**src/rtl/erase_seq_pkg.sv**
```systemverilog
package erase_seq_pkg;

  localparam logic [7:0] OP_ERASE  = 8'h20;
  localparam logic [7:0] OP_VERIFY = 8'hA0;
  localparam logic [7:0] OP_READ   = 8'h00;
  localparam logic [7:0] BYTE_BLANK = 8'hFF;

  typedef enum logic [3:0] {
    ST_IDLE,
    ST_ERASE_A,
    ST_ERASE_B,
    ST_ERASE_WAIT,
    ST_VFY_CMD,
    ST_VFY_WAIT,
    ST_VFY_READ,
    ST_VFY_RSP,
    ST_FINISH
  } seq_state_t;

endpackage

```
**src/rtl/erase_tick_timer.sv**
```systemverilog
module erase_tick_timer #(
  parameter int W = 24
) (
  input  logic         clk,
  input  logic         rst_n,
  input  logic         load,
  input  logic [W-1:0] load_val,
  output logic         expired
);

  logic [W-1:0] remain;

  always_ff @(posedge clk or negedge rst_n) begin
    if (!rst_n)              remain <= '0;
    else if (load)           remain <= load_val;
    else if (remain != '0)   remain <= remain - 1'b1;
  end

  assign expired = (remain == '0);

  // once run out, the timer stays run out until reloaded
  a_r3_expired_sticky: assert property (@(posedge clk) disable iff (!rst_n)
    expired && !load |=> expired);

endmodule

```
**src/rtl/erase_pulse_ctr.sv**
```systemverilog
module erase_pulse_ctr #(
  parameter int MAX_PULSES = 30
) (
  input  logic clk,
  input  logic rst_n,
  input  logic clear,
  input  logic inc,
  output logic at_limit
);

  localparam int CW = $clog2(MAX_PULSES + 1);
  localparam logic [CW-1:0] LIMIT = CW'(MAX_PULSES);

  logic [CW-1:0] used;

  always_ff @(posedge clk or negedge rst_n) begin
    if (!rst_n)      used <= '0;
    else if (clear)  used <= '0;
    else if (inc)    used <= used + 1'b1;
  end

  assign at_limit = (used == LIMIT);

  // the number of pulses never passes the budget
  a_r7_within_budget: assert property (@(posedge clk) disable iff (!rst_n)
    used <= LIMIT);

endmodule

```
**src/rtl/erase_addr_track.sv**
```systemverilog
module erase_addr_track #(
  parameter int ADDR_W = 18
) (
  input  logic              clk,
  input  logic              rst_n,
  input  logic              clear,
  input  logic              advance,
  output logic [ADDR_W-1:0] addr,
  output logic              is_last
);

  always_ff @(posedge clk or negedge rst_n) begin
    if (!rst_n)        addr <= '0;
    else if (clear)    addr <= '0;
    else if (advance)  addr <= addr + 1'b1;
  end

  assign is_last = (addr == {ADDR_W{1'b1}});

  // within a run the checked address never moves backwards
  a_r6_no_backstep: assert property (@(posedge clk) disable iff (!rst_n)
    !clear |=> addr >= $past(addr));

endmodule

```
**src/rtl/erase_sequencer.sv**
```systemverilog
module erase_sequencer
  import erase_seq_pkg::*;
#(
  parameter int ADDR_W       = 18,
  parameter int ERASE_TICKS  = 10_000_000,
  parameter int VERIFY_TICKS = 600,
  parameter int MAX_PULSES   = 30
) (
  input  logic              clk,
  input  logic              rst_n,
  input  logic              start,
  output logic              busy,
  output logic              done,
  output logic              erase_err,
  output logic              vpp_en,
  output logic              cmd_valid,
  input  logic              cmd_ready,
  output logic              cmd_rd,
  output logic [ADDR_W-1:0] cmd_addr,
  output logic [7:0]        cmd_data,
  input  logic              rsp_valid,
  output logic              rsp_ready,
  input  logic [7:0]        rsp_data
);

  localparam int LONGEST = (ERASE_TICKS > VERIFY_TICKS) ? ERASE_TICKS : VERIFY_TICKS;
  localparam int TW = $clog2(LONGEST + 1);
  localparam logic [TW-1:0] ERASE_LD  = TW'(ERASE_TICKS - 1);
  localparam logic [TW-1:0] VERIFY_LD = TW'(VERIFY_TICKS - 1);

  seq_state_t state, state_nx;

  logic              cmd_fire, rsp_fire;
  logic              tmr_load, tmr_expired;
  logic [TW-1:0]     tmr_val;
  logic              ctr_clear, ctr_inc, ctr_at_limit;
  logic              adr_clear, adr_advance, adr_last;
  logic [ADDR_W-1:0] cur_addr;
  logic              fail_pend, fail_pend_nx;
  logic              start_take, finish_take;

  assign cmd_fire    = cmd_valid && cmd_ready;
  assign rsp_fire    = rsp_valid && rsp_ready;
  assign start_take  = (state == ST_IDLE) && start;
  assign finish_take = (state == ST_FINISH) && cmd_fire;

  erase_tick_timer #(.W(TW)) u_timer (
    .clk      (clk),
    .rst_n    (rst_n),
    .load     (tmr_load),
    .load_val (tmr_val),
    .expired  (tmr_expired)
  );

  erase_pulse_ctr #(.MAX_PULSES(MAX_PULSES)) u_pulses (
    .clk      (clk),
    .rst_n    (rst_n),
    .clear    (ctr_clear),
    .inc      (ctr_inc),
    .at_limit (ctr_at_limit)
  );

  erase_addr_track #(.ADDR_W(ADDR_W)) u_addr (
    .clk     (clk),
    .rst_n   (rst_n),
    .clear   (adr_clear),
    .advance (adr_advance),
    .addr    (cur_addr),
    .is_last (adr_last)
  );

  // Next-state and control decode
  always_comb begin
    state_nx     = state;
    tmr_load     = 1'b0;
    tmr_val      = ERASE_LD;
    ctr_clear    = 1'b0;
    ctr_inc      = 1'b0;
    adr_clear    = 1'b0;
    adr_advance  = 1'b0;
    fail_pend_nx = fail_pend;
    unique case (state)
      ST_IDLE: begin
        if (start) begin
          ctr_clear    = 1'b1;
          adr_clear    = 1'b1;
          fail_pend_nx = 1'b0;
          state_nx     = ST_ERASE_A;
        end
      end
      ST_ERASE_A: if (cmd_fire) state_nx = ST_ERASE_B;
      ST_ERASE_B: begin
        if (cmd_fire) begin
          ctr_inc  = 1'b1;
          tmr_load = 1'b1;
          tmr_val  = ERASE_LD;
          state_nx = ST_ERASE_WAIT;
        end
      end
      ST_ERASE_WAIT: if (tmr_expired) state_nx = ST_VFY_CMD;
      ST_VFY_CMD: begin
        if (cmd_fire) begin
          tmr_load = 1'b1;
          tmr_val  = VERIFY_LD;
          state_nx = ST_VFY_WAIT;
        end
      end
      ST_VFY_WAIT: if (tmr_expired) state_nx = ST_VFY_READ;
      ST_VFY_READ: if (cmd_fire) state_nx = ST_VFY_RSP;
      ST_VFY_RSP: begin
        if (rsp_fire) begin
          if (rsp_data == BYTE_BLANK) begin
            if (adr_last) begin
              state_nx = ST_FINISH;
            end else begin
              adr_advance = 1'b1;
              state_nx    = ST_VFY_CMD;
            end
          end else if (ctr_at_limit) begin
            fail_pend_nx = 1'b1;
            state_nx     = ST_FINISH;
          end else begin
            state_nx = ST_ERASE_A;
          end
        end
      end
      ST_FINISH: if (cmd_fire) state_nx = ST_IDLE;
      default: state_nx = ST_IDLE;
    endcase
  end

  // Command payload decode
  always_comb begin
    cmd_valid = 1'b0;
    cmd_rd    = 1'b0;
    cmd_addr  = '0;
    cmd_data  = OP_READ;
    unique case (state)
      ST_ERASE_A, ST_ERASE_B: begin
        cmd_valid = 1'b1;
        cmd_data  = OP_ERASE;
      end
      ST_VFY_CMD: begin
        cmd_valid = 1'b1;
        cmd_addr  = cur_addr;
        cmd_data  = OP_VERIFY;
      end
      ST_VFY_READ: begin
        cmd_valid = 1'b1;
        cmd_rd    = 1'b1;
        cmd_addr  = cur_addr;
      end
      ST_FINISH: begin
        cmd_valid = 1'b1;
        cmd_data  = OP_READ;
      end
      default: ;
    endcase
  end

  assign rsp_ready = (state == ST_VFY_RSP);
  assign busy      = (state != ST_IDLE);

  always_ff @(posedge clk or negedge rst_n) begin
    if (!rst_n) begin
      state     <= ST_IDLE;
      fail_pend <= 1'b0;
      vpp_en    <= 1'b0;
      done      <= 1'b0;
      erase_err <= 1'b0;
    end else begin
      state     <= state_nx;
      fail_pend <= fail_pend_nx;
      if (start_take) begin
        vpp_en    <= 1'b1;
        done      <= 1'b0;
        erase_err <= 1'b0;
      end else if (finish_take) begin
        vpp_en    <= 1'b0;
        done      <= 1'b1;
        erase_err <= fail_pend;
      end
    end
  end

  // a stalled command keeps its payload
  a_r10_cmd_hold: assert property (@(posedge clk) disable iff (!rst_n)
    cmd_valid && !cmd_ready |=> cmd_valid && $stable(cmd_rd) && $stable(cmd_addr) && $stable(cmd_data));

  // commands only go out with the programming voltage on
  a_r9_vpp_with_cmd: assert property (@(posedge clk) disable iff (!rst_n)
    cmd_valid |-> vpp_en);

  // the bus is silent during both waits
  a_r3_quiet_wait: assert property (@(posedge clk) disable iff (!rst_n)
    (state == ST_ERASE_WAIT || state == ST_VFY_WAIT) |-> !cmd_valid);

  // done is only reported once idle
  a_r8_done_idle: assert property (@(posedge clk) disable iff (!rst_n)
    done |-> !busy);

  // an error is always reported together with done
  a_r7_err_with_done: assert property (@(posedge clk) disable iff (!rst_n)
    erase_err |-> done);

  // the address tracker never advances past the top
  a_r4_no_wrap: assert property (@(posedge clk) disable iff (!rst_n)
    adr_advance |-> !adr_last);

endmodule

```
**config.mk**
```make
export PLATFORM = sky130hd
export DESIGN_NAME = erase_sequencer
export DESIGN_NICKNAME = d
export VERILOG_FILES = /design/src/rtl/erase_seq_pkg.sv /design/src/rtl/erase_tick_timer.sv /design/src/rtl/erase_pulse_ctr.sv /design/src/rtl/erase_addr_track.sv /design/src/rtl/erase_sequencer.sv
export SDC_FILE = /design/constraint.sdc
export NUM_CORES = 1
export LEC_CHECK = 0
export ABC_CLOCK_PERIOD_IN_PS = 2600
export BUFFER_PORTS_ARGS = -buffer_cell sky130_fd_sc_hd__buf_2
export CAP_MARGIN = 10
export CORE_MARGIN = 3
export CORE_UTILIZATION = 50
export CTS_CLUSTER_DIAMETER = 120
export DETAILED_ROUTE_END_ITERATION = 8
export GPL_TIMING_DRIVEN = 0
export PLACE_DENSITY = 0.75
export SYNTH_ARGS = -nofsm -noshare
export SYNTH_HDL_FRONTEND = slang
export SYNTH_SLANG_ARGS = --single-unit
```
**constraint.sdc**
```tcl
create_clock -name clk -period 2.6 [get_ports clk]
set_clock_uncertainty 0.2 [all_clocks]
set_input_delay 0 -clock clk [delete_from_list [all_inputs] [get_ports clk]]
set_output_delay 0 -clock clk [all_outputs]
set_load 0.02 [all_outputs]
```
======== Word level (Yosys, flattened, before mapping) ========
Index checks and enable logic that the tools add are counted.
storage, ports and cells
  bits in registers ....................... 55
  bits of input ports ..................... 13
  output and inout bits ................... 33
  logic and storage cells ................. 97
cells by class
  $add $sub $neg .......................... 3
  equal/unequal tests ..................... 22
  mux-type cells .......................... 45
  reduce and logical (&&, ||, !) cells .... 19
operators with widths
  operator               count
  $mux 24                4
  $mux 18                3
  $mux 4                 12
  $pmux 4 s9             1
  $logic_not 24->1       1
  $reduce_bool 24->1     1
  $sub 24x1->24 const B  1
  $mux 1                 21
  $add 18x1->18 const B  1
  $eq 18x18->1 const B   1
  $ne 2x2->1 const B     9
  $eq 4x3->1 const B     4
  $pmux 8 s2             1
  $mux 5                 2
  $reduce_bool 2->1      5
  $reduce_and 9->1       1
  $eq 4x2->1 const B     2
  $eq 8x8->1 const B     1
  $reduce_or 2->1        3
  $add 5x1->5 const B    1
  $eq 5x5->1 const B     1
  $reduce_and 5->1       1
  $reduce_or 5->1        1
  $eq 4x1->1 const B     1
  6 further kinds        10

======== Logic depth before layout (Yosys ltp) ========
  depth in word-level cells ............... 8
  depth in mapped cells ................... 8
  mapped depth without buffers ............ 7

======== Hierarchy ========
From an unflattened synthesis, not the netlist that was laid out.
second synthesis, totals
  cell total of the unflattened synthesis .. 391
  area, all modules ....................... 3,647.2 sq um
by module, submodules not included
  module            instances  cells each  area an instance (sq um)  seq. area each (sq um)
  erase_tick_timer  1          164         1,506.4                   600.6
  erase_addr_track  1          97          996.0                     450.4
  erase_sequencer   1          105         865.8                     200.2
  erase_pulse_ctr   1          25          279.0                     125.1

======== Least setup slack after synthesis ========
OpenSTA, ideal clock, no wires.
  kind .................................... register to register
  start point ............................. register u_timer.remain[0]
  end point ............................... register state[0]
  library setup time ...................... 0.125 ns
  arrival time ............................ 2.406 ns
  data required time ...................... 2.275 ns
  setup slack ............................. -0.131 ns
  stages on the path, launching flop included .. 8
  buffers on the path ..................... 0
  period minus slack after synthesis ...... 2.731 ns
  path through ............................ dfrtp_1 > inv_1 > ha_1 > or4b_2 > or4_4 > or2_1 > a41o_1 > mux2_4
between the ends
  cells in the longest elaborated chain, start to end .. 3
  elaborated cells on any way between the ends .. 4
  those cells by class .................... eq/ne: 2; reduce/logical: 2
RTL lines
  item                                   RTL line                source
  start: declaration                     erase_tick_timer.sv:11  logic [W-1:0] remain;
  start signal: assignment               erase_tick_timer.sv:15  else if (load) remain <= load_val;
  start signal: assignment               erase_tick_timer.sv:16  else if (remain != '0) remain <= remain - 1'b1;
  $logic_not 24->1 (*)                   erase_tick_timer.sv:19  assign expired = (remain == '0);
  $ne 2x2->1 (no source line)            n/a
  $reduce_and 9->1 (no source line) (*)  n/a
  end signal: assignment                 erase_sequencer.sv:172  state <= state_nx;
  end: declaration                       erase_sequencer.sv:31   seq_state_t state, state_nx;
Mark *: on every way between the ends. The rest lies on a longest branch, timed or not.
A chain may end at the register's enable or synchronous reset.

======== Final worst setup path ========
  start point ............................. register u_timer.remain[4]
  end point ............................... register state[0]
The elaborated chain is that of the path after synthesis.

==> impl_metrics.py <==
metrics = {
    "status": {
        "status": "complete, but fails checks",
        "violations": "negative setup slack",
    },
    "timing": {
        "finalHoldViolations": 0,
        "setup_tns_ns": -0.477,
        "clock.fmax_mhz": 366,
        "post-route-period-util_pct": 105,
        "worstMarginPinSlew_ns": 0.797,
        "finalSetupViolCount": 10,
        "rsz0062_at_grt": "yes",
        "postLayoutSetupSlackWorst_ns": -0.132,
        "maxSlewHeadroom_pct": 46.4,
        "finalCriticalPeriod_ns": 2.73,
        "slew_violations": 0,
    },
    "worst_hold_path": {
        "hold_class": "in2reg",
        "holdPathStages": 5,
    },
    "placed_design": {
        "dp.cells": 491,
        "place_congestion": 0.847,
        "place_ws_ns": -0.368,
        "post-dp-hpwl_mm": 5.60,
        "portBuffers": 39,
    },
    "floorplan": {
        "die_h_microns": 87.0,
        "die_x_microns": 87.0,
        "std_cell_rows": 28,
        "die_area_sq_um": 7570,
        "start_util_pct": 53.5,
        "ios": 46,
        "core_sq_um": 6130,
    },
    "routing": {
        "viasPerCell": 6.02,
        "first_pass_iters": 5,
        "drc": 0,
        "drtIter0Drc": 225,
        "routedWlPerCell_microns": 16.2,
        "ant_nets": 0,
        "routed_wl_mm": 8.34,
        "vias": 3101,
    },
    "power_and_ir_drop": {
        "leakage_nw": 1.79,
        "peakVddDrop_mv": 0.579,
        "power_density_nw_per_um2": 746,
    },
    "clocking": {
        "cts_buffers": 5,
        "cts_tree": "built",
        "clk_pin_slew_worst_paths_ns": 0.11,
        "clock_latency_ns": 0.31,
        "clock_sinks": 55,
        "htree_levels": 2,
        "root_buffer": "clkbuf_8",
        "clockBufferDepth": 2,
    },
    "layout": {
        "final_common_cell": "dfrtp_1",
        "antennaDiodeCount": 0,
        "final_nets": 457,
        "layout-drive-gt1-share_pct": 21.1,
        "final_cells": 515,
        "final_cell_mix": "dfrtp_1, buf_2, nor2_1",
        "area_delta_synth_final_pct": 20.7,
        "fillCellCount": 513,
    },
    "yosys": {
        "synth_cells": 372,
        "synth-main-ff-cell": "dfrtp_1",
        "synth_seq_area_share_pct": 41.9,
        "avgSynthCellArea_sq_um": 8.82,
        "yosys_register_bits": 55,
        "synth-edff-count": 0,
        "synth_area_sq_um": 3280,
        "synth_async_sr_flop_share_pct": 100,
        "yosys_warnings": 0,
        "yosysUniqueCellTypes": 51,
    },
    "global_routing": {
        "busiest_layer": "met2",
        "grt_pass1_vias": 2942,
        "use_met2_pct": 36.0,
        "grt_use_total_pct": 22.8,
        "overflow": 0,
        "grt_max_degree": 56,
        "antenna_found_initial": 0,
        "use_met1_pct": 33.7,
        "gr-usage-met3_pct": 4.07,
        "grt_pass1_wl_mm": 14.2,
    },
    "critical_path": {
        "arrival_ns": 2.73,
        "cp_max_fo": 5,
        "rr_worst_depth": 5,
        "path_class": "reg2reg",
        "crit_required_ns": 2.60,
        "startpoint_type": "register",
        "crit_path_end_kind": "register",
    },
    "job": {
        "maxCapViolations": 0,
    },
}
## layout make-up
class	instances	area, sq um	area share, %
multi-input cells	282	1860	46.9
flip-flops and latches	55	1380	34.7
repair buffers	57	355	8.97
plain buffers	28	138	3.47
well taps	75	93.8	2.37
clock buffers	6	82.6	2.08
inverters	10	37.5	0.947
clock inverters	2	20.0	0.505
## what timing repair did
item,in CTS,in global routing
hold endpoints to repair,63,14
setup buffers,8,4
resized for setup,18,14
endpoints found under the setup margin,43,36
pin swaps,8,5
hold buffers,4,1
## path summary, 6_finish.rpt
kind,slack [ns],end,from
worst min register to register,0.29,vpp_en$_DFFE_PN0P_,vpp_en$_DFFE_PN0P_
worst max-delay path,-0.13,state[0]$_DFFE_PN0P_,u_timer.remain[4]$_DFFE_PN0P_
min in group asynchronous,0.46,u_timer.remain[0]$_DFFE_PN0P_,rst_n
worst min-delay path,0.01,u_addr.addr[17]$_DFFE_PN0P_,rsp_data[0]
max in group asynchronous,1.19,u_timer.remain[22]$_DFFE_PN0P_,rst_n
worst max register to register,-0.13,state[0]$_DFFE_PN0P_,u_timer.remain[4]$_DFFE_PN0P_
## sequential cells by signal (all words and copies together), names as in the netlist
register,flops
u_timer.remain,24
u_addr.addr,18
u_pulses.used,5
state,4
done,1
erase_err,1
fail_pend,1
vpp_en,1
## logic make-up (layout without fill, tap and decap cells)
logic type,after synthesis,count (layout),share of synthesized area [%]
AND/OR/NAND/NOR,167,167,28.7
multiplexers,4,4,1.41
flip-flops,55,55,41.9
XOR/XNOR,25,25,6.67
adder cells (fa/ha/maj),5,5,1.91
other,1,6,0.114
buffers and inverters,40,103,5.30
AO/OA/AOI/OAI,75,75,13.9
## synth_stat cells (2+ instances only)
master | n | share of area [%]
xor2_1 | 19 | 5.1
dfrtp_1 | 55 | 42
or4_4 | 2 | 0.69
xnor2_1 | 6 | 1.6
ha_1 | 5 | 1.9
nand2_1 | 25 | 2.9
and3_1 | 24 | 4.6
nor2_1 | 31 | 3.5
nor3_1 | 7 | 1.1
a21oi_1 | 29 | 4.4
or4_1 | 15 | 3.4
and2_1 | 5 | 0.95
or3_1 | 10 | 1.9
inv_1 | 10 | 1.1
nand3_1 | 16 | 2.4
clkbuf_1 | 22 | 2.5
nand4_1 | 11 | 2.1
nor4_1 | 6 | 1.1
o31ai_1 | 8 | 1.8
o211ai_1 | 6 | 1.4
buf_4 | 6 | 1.4
o2111ai_1 | 2 | 0.53
and4_1 | 3 | 0.80
o21ai_0 | 19 | 2.9
nand4b_1 | 3 | 0.80
mux2i_1 | 2 | 0.61
## power by group
group          internal [mW]  total (mW)  leakage, nW  switching, mW
clock network          0.225       0.529       0.0533          0.304
logic                  0.501        1.26         1.02          0.761
registers               1.01        1.17        0.709          0.153
## per-stage QoR
step	total power, mW	utilization (%)	hold WS [ns]	area (sq um)
after floorplan	1.97	-	-0.496	3310
after global placement	2.25	58.7	0.0861	3600
after detailed placement	2.28	58.7	0.0755	3600
after CTS	2.88	63.2	0.00294	3870
after global routing	3.17	64.6	0.0655	3960
final	2.96	64.6	0.0141	3960
## critical path: stages (launching register included)
cell and delay (ns):
dfrtp_1 0.44, or4_4 0.60, or4_4 0.54, or2_4 0.28, a41o_1 0.26, mux2_4 0.30
## metal layers
metal | vias up | routed length (microns)
met3 | 4 | 484
met4 | 0 | 22
met2 | 82 | 3960
li1 | 1482 | -
met1 | 1533 | 3880
met5 | - | 0
No activity file was read; power rests on OpenSTA's default activity.
